===== config.mk =====
export PLATFORM = sky130hd
export DESIGN_NAME = wide_word_cmp
export DESIGN_NICKNAME = d
export VERILOG_FILES = /design/src/rtl/wcmp_pkg.sv /design/src/rtl/wcmp_slice.sv /design/src/rtl/wcmp_level1.sv /design/src/rtl/wide_word_cmp.sv
export SDC_FILE = /design/constraint.sdc
export NUM_CORES = 1
export LEC_CHECK = 0
export BUFFER_PORTS_ARGS = -buffer_cell sky130_fd_sc_hd__clkbuf_2
export CAP_MARGIN = 20
export CORE_MARGIN = 4
export CORE_UTILIZATION = 33
export DETAILED_ROUTE_END_ITERATION = 12
export PLACE_DENSITY = 0.77
export SLEW_MARGIN = 20
export SYNTH_ARGS = -nofsm -noshare
export SYNTH_HDL_FRONTEND = slang
export SYNTH_SLANG_ARGS = --single-unit

===== constraint.sdc =====
create_clock -name vclk -period 3.3
set_input_delay 0.495 -clock vclk [all_inputs]
set_output_delay 0.495 -clock vclk [all_outputs]
set_load 0.02 [all_outputs]

===== src/rtl/wcmp_pkg.sv =====
package wcmp_pkg;

  // Three-way outcome of one comparator slice, also used for its cascade inputs
  typedef struct packed {
    logic gt;
    logic lt;
    logic eq;
  } cmpFlags;

  localparam cmpFlags CAS_TIE_EQ = '{gt: 1'b0, lt: 1'b0, eq: 1'b1};

endpackage


===== src/rtl/wcmp_slice.sv =====
module wcmp_slice
  import wcmp_pkg::*;
#(
  parameter int SLICE_W = 4
) (
  input  logic [SLICE_W-1:0] a,
  input  logic [SLICE_W-1:0] b,
  input  cmpFlags            casIn,
  output cmpFlags            res
);

  // A decision on the data bits wins; on a tie the cascade inputs are resolved.
  // eq-in high gives equal; otherwise each outward flag is high unless the
  // opposing cascade flag is high. Both-low in gives both-high out, and
  // both-high in gives all-low out.
  always_comb begin
    if (a > b) begin
      res = '{gt: 1'b1, lt: 1'b0, eq: 1'b0};
    end else if (a < b) begin
      res = '{gt: 1'b0, lt: 1'b1, eq: 1'b0};
    end else begin
      res.eq = casIn.eq;
      res.gt = !casIn.eq && !casIn.lt;
      res.lt = !casIn.eq && !casIn.gt;
    end
  end

endmodule


===== src/rtl/wcmp_level1.sv =====
module wcmp_level1
  import wcmp_pkg::*;
#(
  parameter int SLICE_W  = 4,
  parameter int NUM_WIDE = 4,
  localparam int GRP_W   = SLICE_W + 1,
  localparam int WORD_W  = SLICE_W + NUM_WIDE * GRP_W
) (
  input  logic [WORD_W-1:0]   opA,
  input  logic [WORD_W-1:0]   opB,
  output cmpFlags             lowRes,
  output logic [NUM_WIDE-1:0] grpGt,
  output logic [NUM_WIDE-1:0] grpLt
);

  // Least significant slice with the cascade tie for a clean 3-way result
  wcmp_slice #(.SLICE_W(SLICE_W)) u_lowSlice (
    .a     (opA[SLICE_W-1:0]),
    .b     (opB[SLICE_W-1:0]),
    .casIn (CAS_TIE_EQ),
    .res   (lowRes)
  );

  // Equal flags of the wide groups carry no meaning in 5-bit mode
  logic [NUM_WIDE-1:0] eqUnused;

  for (genvar g = 0; g < NUM_WIDE; g++) begin : gWide
    localparam int BASE = SLICE_W + g * GRP_W;
    cmpFlags casGrp;
    cmpFlags grpRes;

    // Group LSB rides in on the cascade inputs; eq-in held low
    assign casGrp = '{gt: opA[BASE], lt: opB[BASE], eq: 1'b0};

    wcmp_slice #(.SLICE_W(SLICE_W)) u_wideSlice (
      .a     (opA[BASE+1 +: SLICE_W]),
      .b     (opB[BASE+1 +: SLICE_W]),
      .casIn (casGrp),
      .res   (grpRes)
    );

    assign grpGt[g]    = grpRes.gt;
    assign grpLt[g]    = grpRes.lt;
    assign eqUnused[g] = grpRes.eq;
  end

endmodule


===== src/rtl/wide_word_cmp.sv =====
module wide_word_cmp
  import wcmp_pkg::*;
#(
  parameter int SLICE_W  = 4,
  localparam int NUM_WIDE = SLICE_W,
  localparam int WORD_W   = SLICE_W + NUM_WIDE * (SLICE_W + 1)
) (
  input  logic [WORD_W-1:0] opA,
  input  logic [WORD_W-1:0] opB,
  output logic              aGtB,
  output logic              aLtB,
  output logic              aEqB
);

  cmpFlags             lowRes;
  cmpFlags             finalRes;
  logic [NUM_WIDE-1:0] grpGt;
  logic [NUM_WIDE-1:0] grpLt;

  wcmp_level1 #(.SLICE_W(SLICE_W), .NUM_WIDE(NUM_WIDE)) u_level1 (
    .opA    (opA),
    .opB    (opB),
    .lowRes (lowRes),
    .grpGt  (grpGt),
    .grpLt  (grpLt)
  );

  // Second level: group greater flags form A, group less flags form B
  wcmp_slice #(.SLICE_W(SLICE_W)) u_finalSlice (
    .a     (grpGt),
    .b     (grpLt),
    .casIn (lowRes),
    .res   (finalRes)
  );

  assign aGtB = finalRes.gt;
  assign aLtB = finalRes.lt;
  assign aEqB = finalRes.eq;

endmodule


==> Word level (Yosys, flattened, before mapping) <==
Cells that the tools add are included.
{ "op_classes": {"n_lt_le_gt_ge": 12, "mux": 12, "n_reduce_logical": 13} }
{ "ops": {"columns": ["operator", "count"], "rows": [
  ["$mux 3", 11],
  ["$gt 4x4->1", 6],
  ["$lt 4x4->1", 6],
  ["$logic_not 1->1", 11],
  ["$logic_and 1x1->1", 2],
  ["$mux 2", 1]
]} }
{ "word_totals": {"input_bits": 48, "out_inout_bits": 3, "elab_cells": 37, "reg_bits": 0} }

==> Longest topological paths before layout <==
Gate-level depths: netlist (run 1).
{ "depth": {"word_depth": 7, "mapped_depth": 11, "ltp_nobuf": 11} }

==> Hierarchy <==
From an unflattened synthesis (run 1), not the netlist that was laid out.
{ "hier_totals": {"hier_cells": 116, "area_unflattened_um2": 825.8} }
{ "modules_own_cells": {"columns": ["mod", "n_inst", "cells_per_inst", "area_each_um2", "seq_area_each_um2"], "rows": [
  ["wcmp_slice", 6, 19, 136.4, 0.0],
  ["wcmp_level1", 1, 2, 7.5, 0.0]
]} }

==> Least setup slack after synthesis (run 1) <==
Ideal clock, no wire load.
{ "synth_path": {"path_type": "input-to-output", "startpoint": "input port opB[21]", "endpoint": "output port aEqB", "path_buffers": 0, "required_time_ns": 2.805, "path_slack_ns": 0.824, "arrival_ns": 1.981, "path_stages": 9, "cell_sequence": "inv_1 ha_1 nor2b_1 o211ai_1 a21oi_1 ha_1 nand4_1 nor2_1 and3_1"} }
{ "synth_between": {"elab_chain_len": 6, "word_cells_on_any_way": 8, "classes_between": "order compare: 4; mux: 4"} }
{ "synth_lines": {"columns": ["element", "line", "rtl"], "rows": [
  ["start, declared", "wide_word_cmp.sv:9", "input logic [WORD_W-1:0] opB,"],
  ["$lt 4x4->1", "wcmp_slice.sv:19", "end else if (a < b) begin"],
  ["$mux 3", "wcmp_slice.sv:19", null],
  ["$mux 3 *", "wcmp_slice.sv:17", "if (a > b) begin"],
  ["$lt 4x4->1", "wcmp_slice.sv:19", null],
  ["$mux 3", "wcmp_slice.sv:19", null],
  ["$mux 3 *", "wcmp_slice.sv:17", null],
  ["end, declared", "wide_word_cmp.sv:12", "output logic aEqB"]
]} }
Mark *: on every way between the ends. The rest lies on a longest branch, timed or not.

==> Worst setup path in the final report (run 1) <==
Ends and elaborated chain as after synthesis.

==> results.json, run 1 <==
{
  "criticalPathCategory": "in2out",
  "post-dp-hpwl_um": 1580,
  "die_height_um": 52.6,
  "finalSetupViolations": 0,
  "cts_hold_buf": 0,
  "syn_area_um2": 657,
  "area_growth_pct": 43.6,
  "grt_pass1_vias": 786,
  "vdd_drop_max_v": 0.0000685,
  "p_sw_mw": 0.0725,
  "critPathLaunch": "opB[21]",
  "first_iter_violations": 3,
  "antenna_left": 0,
  "remaining_drc_errors": 0,
  "n_clock_buffer": 0,
  "detail_route.wl_per_cell_um": 9.24,
  "synth.area.top_cells": "ha_1 (46%), inv_1 (15%), a21oi_1 (11%)",
  "hold_start": "opA[3]",
  "wl_um": 1590,
  "crit_arrival_ns": 2.23,
  "post_cts_buffers": 0,
  "met2_length_um": 809,
  "synthCells": 96,
  "layout.nets": 221,
  "crit_path_end_kind": "primary output",
  "fin_crit_ns": 2.73,
  "tightestPinTransition_ns": 0.213,
  "dr.pass1.iters": 4,
  "relSlewSlack_pct": 85.7,
  "viasPerCell": 4.66,
  "design.seq.count": 0,
  "intPower_mw": 0.0698,
  "synth_top_area_cell": "ha_1",
  "placed_cell_area_um2": 943,
  "gp_congestion": 0.720,
  "num_rows": 15,
  "hold_viol_final": 0,
  "rsz0062_at_grt": "false",
  "power_density_nw_per_um2": 151,
  "synth_top_area_share_pct": 45.7,
  "hold_class": "in2out",
  "dr_wl_met3_um": 140,
  "syn_area_per_cell_um2": 6.84,
  "drive_gt1_share_pct": 36.1,
  "dieArea_um2": 2770,
  "ys_warn_count": 0,
  "fin_area_um2": 943,
  "io_pins": 51,
  "wl_met1_um": 639,
  "yosysSeqAreaShare_pct": 0,
  "ys_types": 15,
  "diodes": 0,
  "antenna_found_initial": 0,
  "status": "complete, no violations",
  "grt.total_usage_pct": 12.2,
  "grt_overflow_total": 0,
  "grt_max_degree": 4,
  "top_layer_used": "met3",
  "vias": 801,
  "finalSetupTns_ns": 0,
  "core_area_um2": 1800,
  "power.static_leakage_nw": 0.620,
  "fin_crit_sh_pct": 82.7,
  "crit_required_ns": 2.80,
  "grt_first_pass_wirelength_um": 2820,
  "ctsResizeCount": 0,
  "die_w_um": 52.6,
  "synth_nets": 168,
  "max_freq_ghz": 0.366,
  "finalMaxSlewViolations": 0,
  "io_buffers": 51,
  "p_seq_share_pct": 0,
  "p_comb_share_pct": 100.0,
  "start_util_pct": 36.5,
  "cp_max_fo": 3,
  "start_kind": "input port",
  "final-seq-area_um2": 0,
  "cap_violations": 0,
  "swShare_pct": 50.9,
  "clockPowerShare_pct": 0
}
layout make-up:
cell class | count | area, µm²
multi-input combinational | 70 | 559
tap | 25 | 31.3
fill | 180 | 858
timing repair buffer | 51 | 255
inverter | 26 | 97.6
power groups by stage:
stage / combinational (mW) / sequential (mW) / clock [mW]
after floorplan: 0.0914 / 0 / 0
after global placement: 0.139 / 0 / 0
after detailed placement: 0.144 / 0 / 0
after CTS: 0.145 / 0 / 0
after global routing: 0.168 / 0 / 0
final: 0.142 / 0 / 0
final timing paths:
| path | end | slack, ns | cells after the start |
|---|---|---|---|
| hold / removal | aLtB | 1.55 | 6 |
| setup / recovery | aEqB | 0.57 | 11 |
worst max-delay path: stages:
cell and delay (ns):
clkbuf_2 0.08, inv_1 0.03, ha_1 0.28, nor2b_1 0.13, o211ai_1 0.20, a21oi_1 0.10
ha_1 0.32, nand4_1 0.14, nor2_1 0.13, and3_1 0.16, clkbuf_2 0.16
routing by layer:
layer	track usage, %	vias to the layer above
li1	-	435
met1	14.7	336
met2	24.2	30
met3	1.14	0
met4	0	0
met5	0	-
per-stage QoR:
stage	cells	power [mW]	util [%]	setup slack, ns	hold WS, ns
2_1_floorplan	96	0.0914	-	0.824	1.36
3_3_place_gp	172	0.139	52.4	0.625	1.53
3_5_place_dp	172	0.144	52.4	0.562	1.55
4_1_cts	172	0.145	52.4	0.563	1.55
5_1_grt	172	0.168	52.4	0.386	1.60
6_report	172	0.142	52.4	0.570	1.55
layout by cell type (no fill, tap or decap):
master,instances
a21boi_1,1
a21oi_1,14
and3_1,1
clkbuf_2,51
ha_1,24
inv_1,26
nand2_1,3
nand4_1,6
nor2_1,7
nor2b_1,3
nor2b_4,1
o211ai_1,3
o211ai_2,1
o21a_1,1
o21ai_0,3
o21ai_1,2
cells by family after synthesis:
kind of cell,after synthesis,share of synthesized area (%)
buffers and inverters,26,14.9
AO/OA/AOI/OAI,25,22.1
adder cells (fa/ha/maj),24,45.7
AND/OR/NAND/NOR,21,17.3
cell usage after synthesis (all sizes together):
library cell	count
nand4	6
nand2	3
nor2	7
a21boi	1
o211ai	4
o21a	1
o21ai	5
and3	1
nor2b	4
inv	26
a21oi	14
ha	24
(Power assumes the default switching activity.)
==> run 2, diff against run 1 <==
clock period = 2.6 ns   (was 3.3 ns; I/O delays follow)
==> results.json, run 2 (synthesis gave the netlist of run 1 again) <==
{
  "final-seq-area_um2": 0,
  "grt.total_usage_pct": 12.2,
  "cp_top_family": "adder cells",
  "io_buffers": 51,
  "pre_cts_ws_ns": 0.0722,
  "finalSetupViolations": 0,
  "antenna_left": 0,
  "finalNonFillerCells": 172,
  "crit_path_end_kind": "primary output",
  "crit_arrival_ns": 2.08,
  "design.seq.count": 0,
  "rsz0062_at_grt": "true",
  "start_kind": "input port",
  "layout.nets": 221,
  "dieArea_um2": 2770,
  "dr.pass1.iters": 4,
  "detail_route.wl_per_cell_um": 9.30,
  "core_area_um2": 1800,
  "first_iter_violations": 1,
  "drive_gt1_share_pct": 38.1,
  "grt_first_pass_wirelength_um": 2820,
  "start_util_pct": 36.5,
  "viasPerCell": 4.65,
  "worst_path_max_delay_cell": "ha_1",
  "grt_max_degree": 4,
  "layout_common_cells": "clkbuf_2 (49), inv_1 (26), ha_1 (23)",
  "power_density_nw_per_um2": 197,
  "finalMaxSlewViolations": 0,
  "whs_ns": 1.34,
  "vias": 800,
  "tightestPinTransition_ns": 0.213,
  "io_pins": 51,
  "hold_class": "in2out",
  "antenna_found_initial": 0,
  "post-dp-hpwl_um": 1580,
  "final_common_cell": "clkbuf_2",
  "final_util_pct": 54.0,
  "hold_viol_final": 0,
  "dpl.cell_count": 172,
  "cp_max_fo": 3,
  "num_rows": 15,
  "relSlewSlack_pct": 85.7,
  "grt_overflow_total": 0,
  "power.static_leakage_nw": 0.624,
  "cp.buffers_inverters": 3,
  "vdd_drop_max_v": 0.0000875,
  "nFillCells": 178,
  "cap_violations": 0,
  "die_height_um": 52.6,
  "crit_required_ns": 2.21,
  "grt_pass1_vias": 786,
  "fin_crit_sh_pct": 95.1,
  "diodes": 0,
  "wl_um": 1600,
  "status": "complete, no violations",
  "criticalPathCategory": "in2out",
  "n_clock_buffer": 0,
  "total_power_mw": 0.192,
  "max_stage_delay_ns": 0.32,
  "cts_hold_buf": 0,
  "setup_ws_ns": 0.128,
  "area_growth_pct": 48.0,
  "max_freq_ghz": 0.405,
  "fin_crit_ns": 2.47,
  "worstPathCellList": "clkbuf_2, inv_1, ha_1, nor2b_1, o211ai_1, a21oi_1, ha_1, a21oi_1, o21ai_2, and3_1, buf_6",
  "die_w_um": 52.6,
  "remaining_drc_errors": 0,
  "gp_congestion": 0.720
}
## run 2: changes by cell type in the layout (fill, tap and decap cells not counted), sizes merged
cell | before | now
buf | 0 | 2
clkbuf | 51 | 49
## run 2: final cells by class
| cell class | instances | area, µm² | area share (%) |
|---|---|---|---|
| multi-input cells | 70 | 579 | 59.6 |
| repair buffers | 51 | 264 | 27.2 |
| inverters | 26 | 97.6 | 10.0 |
| well taps | 25 | 31.3 | 3.22 |
## run 2: stage by stage
| step | TNS (ns) | cell area, µm² |
|---|---|---|
| finish | 0 | 972 |
| global route | -0.00540 | 972 |
| CTS | 0 | 943 |
| detailed placement | 0 | 943 |
| global placement | 0 | 943 |
| floorplan | 0 | 657 |
## run 2: path summary, 6_finish.rpt
kind / startpoint / end / slack [ns] / cells past startpoint
max: opB[11] / aEqB / 0.13 / 11
min: opA[3] / aLtB / 1.34 / 6
## run 2: where the power goes
part	internal (mW)	switching [mW]
registers	0	0
logic	0.0949	0.0968
clock network	0	0
## run 2: metal layers
layer | track usage (%) | up-vias | wire (µm)
met5 | 0 | - | 0
met4 | 0 | 0 | 0
met3 | 1.14 | 0 | 130
met2 | 24.2 | 28 | 816
met1 | 14.7 | 338 | 652
li1 | - | 434 | -
## run 2: what timing repair did
item / in CTS / in global routing
buffers inserted: 0 / 0
gates resized for setup: 0 / 8
setup endpoints to repair: 0 / 3
==> run 3, diff against run 2 <==
BUFFER_PORTS_ARGS = default   (was -buffer_cell sky130_fd_sc_hd__clkbuf_2)
CELL_PAD_IN_SITES_DETAIL_PLACEMENT = 0   (was default)
CELL_PAD_IN_SITES_GLOBAL_PLACEMENT = 2   (was default)
CORE_UTILIZATION = 32   (was 33)
DONT_BUFFER_PORTS = 1   (was default)
PLACE_DENSITY = 0.92   (was 0.77)
==> results.json, run 3 (synthesis gave the netlist of run 1 again) <==
{
  "core_area_um2": 1960,
  "detail_route.wl_per_cell_um": 10.5,
  "gp_congestion": 0.602,
  "tightestPinTransition_ns": 0.212,
  "finalSetupViolations": 0,
  "relSlewSlack_pct": 85.8,
  "power_density_nw_per_um2": 206,
  "fin_crit_sh_pct": 92.4,
  "grt_max_degree": 4,
  "grt.total_usage_pct": 8.39,
  "crit_required_ns": 2.21,
  "vias": 628,
  "n_clock_buffer": 0,
  "pre_cts_ws_ns": 0.188,
  "vdd_drop_max_v": 0.0000703,
  "setup_ws_ns": 0.197,
  "grt_overflow_total": 0,
  "io_pins": 51,
  "grt_first_pass_wirelength_um": 1950,
  "cts_hold_buf": 0,
  "finalMaxSlewViolations": 0,
  "design.seq.count": 0,
  "criticalPathCategory": "in2out",
  "post-dp-hpwl_um": 1300,
  "top_usage_layer": "met2",
  "finalSetupTns_ns": 0,
  "ctsResizeCount": 0,
  "dr.pass1.iters": 4,
  "die_height_um": 53.3,
  "antenna_found_initial": 0,
  "use_met1_pct": 8.75,
  "die_w_um": 53.3,
  "fin_crit_ns": 2.40,
  "status": "complete, no violations",
  "grtUsageMet3_pct": 0.282,
  "crit_arrival_ns": 2.01,
  "final_common_cell": "inv_1",
  "cp_max_fo": 3,
  "remaining_drc_errors": 0,
  "wl_um": 1310,
  "drive_gt1_share_pct": 3.09,
  "antenna_left": 0,
  "cap_violations": 0,
  "crit_path_end_kind": "primary output",
  "viasPerCell": 5.06,
  "power.static_leakage_nw": 0.412,
  "rsz0062_at_grt": "false",
  "start_util_pct": 33.5,
  "layout_common_cells": "inv_1 (26), ha_1 (24), a21oi_1 (14)",
  "layout.nets": 171,
  "area_growth_pct": 6.29,
  "final-seq-area_um2": 0,
  "diodes": 0,
  "num_rows": 16,
  "hold_viol_final": 0,
  "max_freq_ghz": 0.416,
  "io_buffers": 0,
  "post_cts_buffers": 0,
  "grt_pass1_vias": 562,
  "start_kind": "input port",
  "first_iter_violations": 5,
  "hold_class": "in2out",
  "dieArea_um2": 2840,
  "grt_util_met2_pct": 18.6
}
## run 3: routing by layer
metal | vias up | part of all wire, %
met5 | - | 0
met4 | 0 | 0
met3 | 0 | 6.1
met2 | 31 | 52
met1 | 266 | 42
li1 | 331 | -
## run 3: power breakdown
group	leakage, nW	switching [mW]	internal [mW]
Clock	0	0	0
Sequential	0	0	0
Combinational	0.412	0.0807	0.0635
## run 3: worst paths after layout
path                start    to  slack, ns  cells after the start
hold / removal     opA[3]  aLtB       1.24                      5
setup / recovery  opB[21]  aEqB       0.20                      9
## run 3: layout make-up
cell class / count / area, µm²
fillers: 229 / 1260
inverters: 26 / 97.6
multi-input cells: 70 / 559
well taps: 27 / 33.8
repair buffers: 1 / 7.51
## run 3: metrics by stage
step	utilization, %	std cells	hold slack [ns]	total power [mW]	cell area (µm²)
floorplan	-	96	1.15	0.116	657
global placement	35.6	124	1.22	0.143	698
detailed placement	35.6	124	1.24	0.147	698
CTS	35.6	124	1.24	0.147	698
global route	35.6	124	1.27	0.168	698
finish	35.6	124	1.24	0.144	698
## run 3: worst max-delay path, stage by stage
cell and delay [ns]:
inv_1 0.02, ha_1 0.27, nor2b_1 0.13, o211ai_1 0.20
a21oi_1 0.10, ha_1 0.33, nand4_1 0.15, nor2_1 0.13
and3_1 0.29
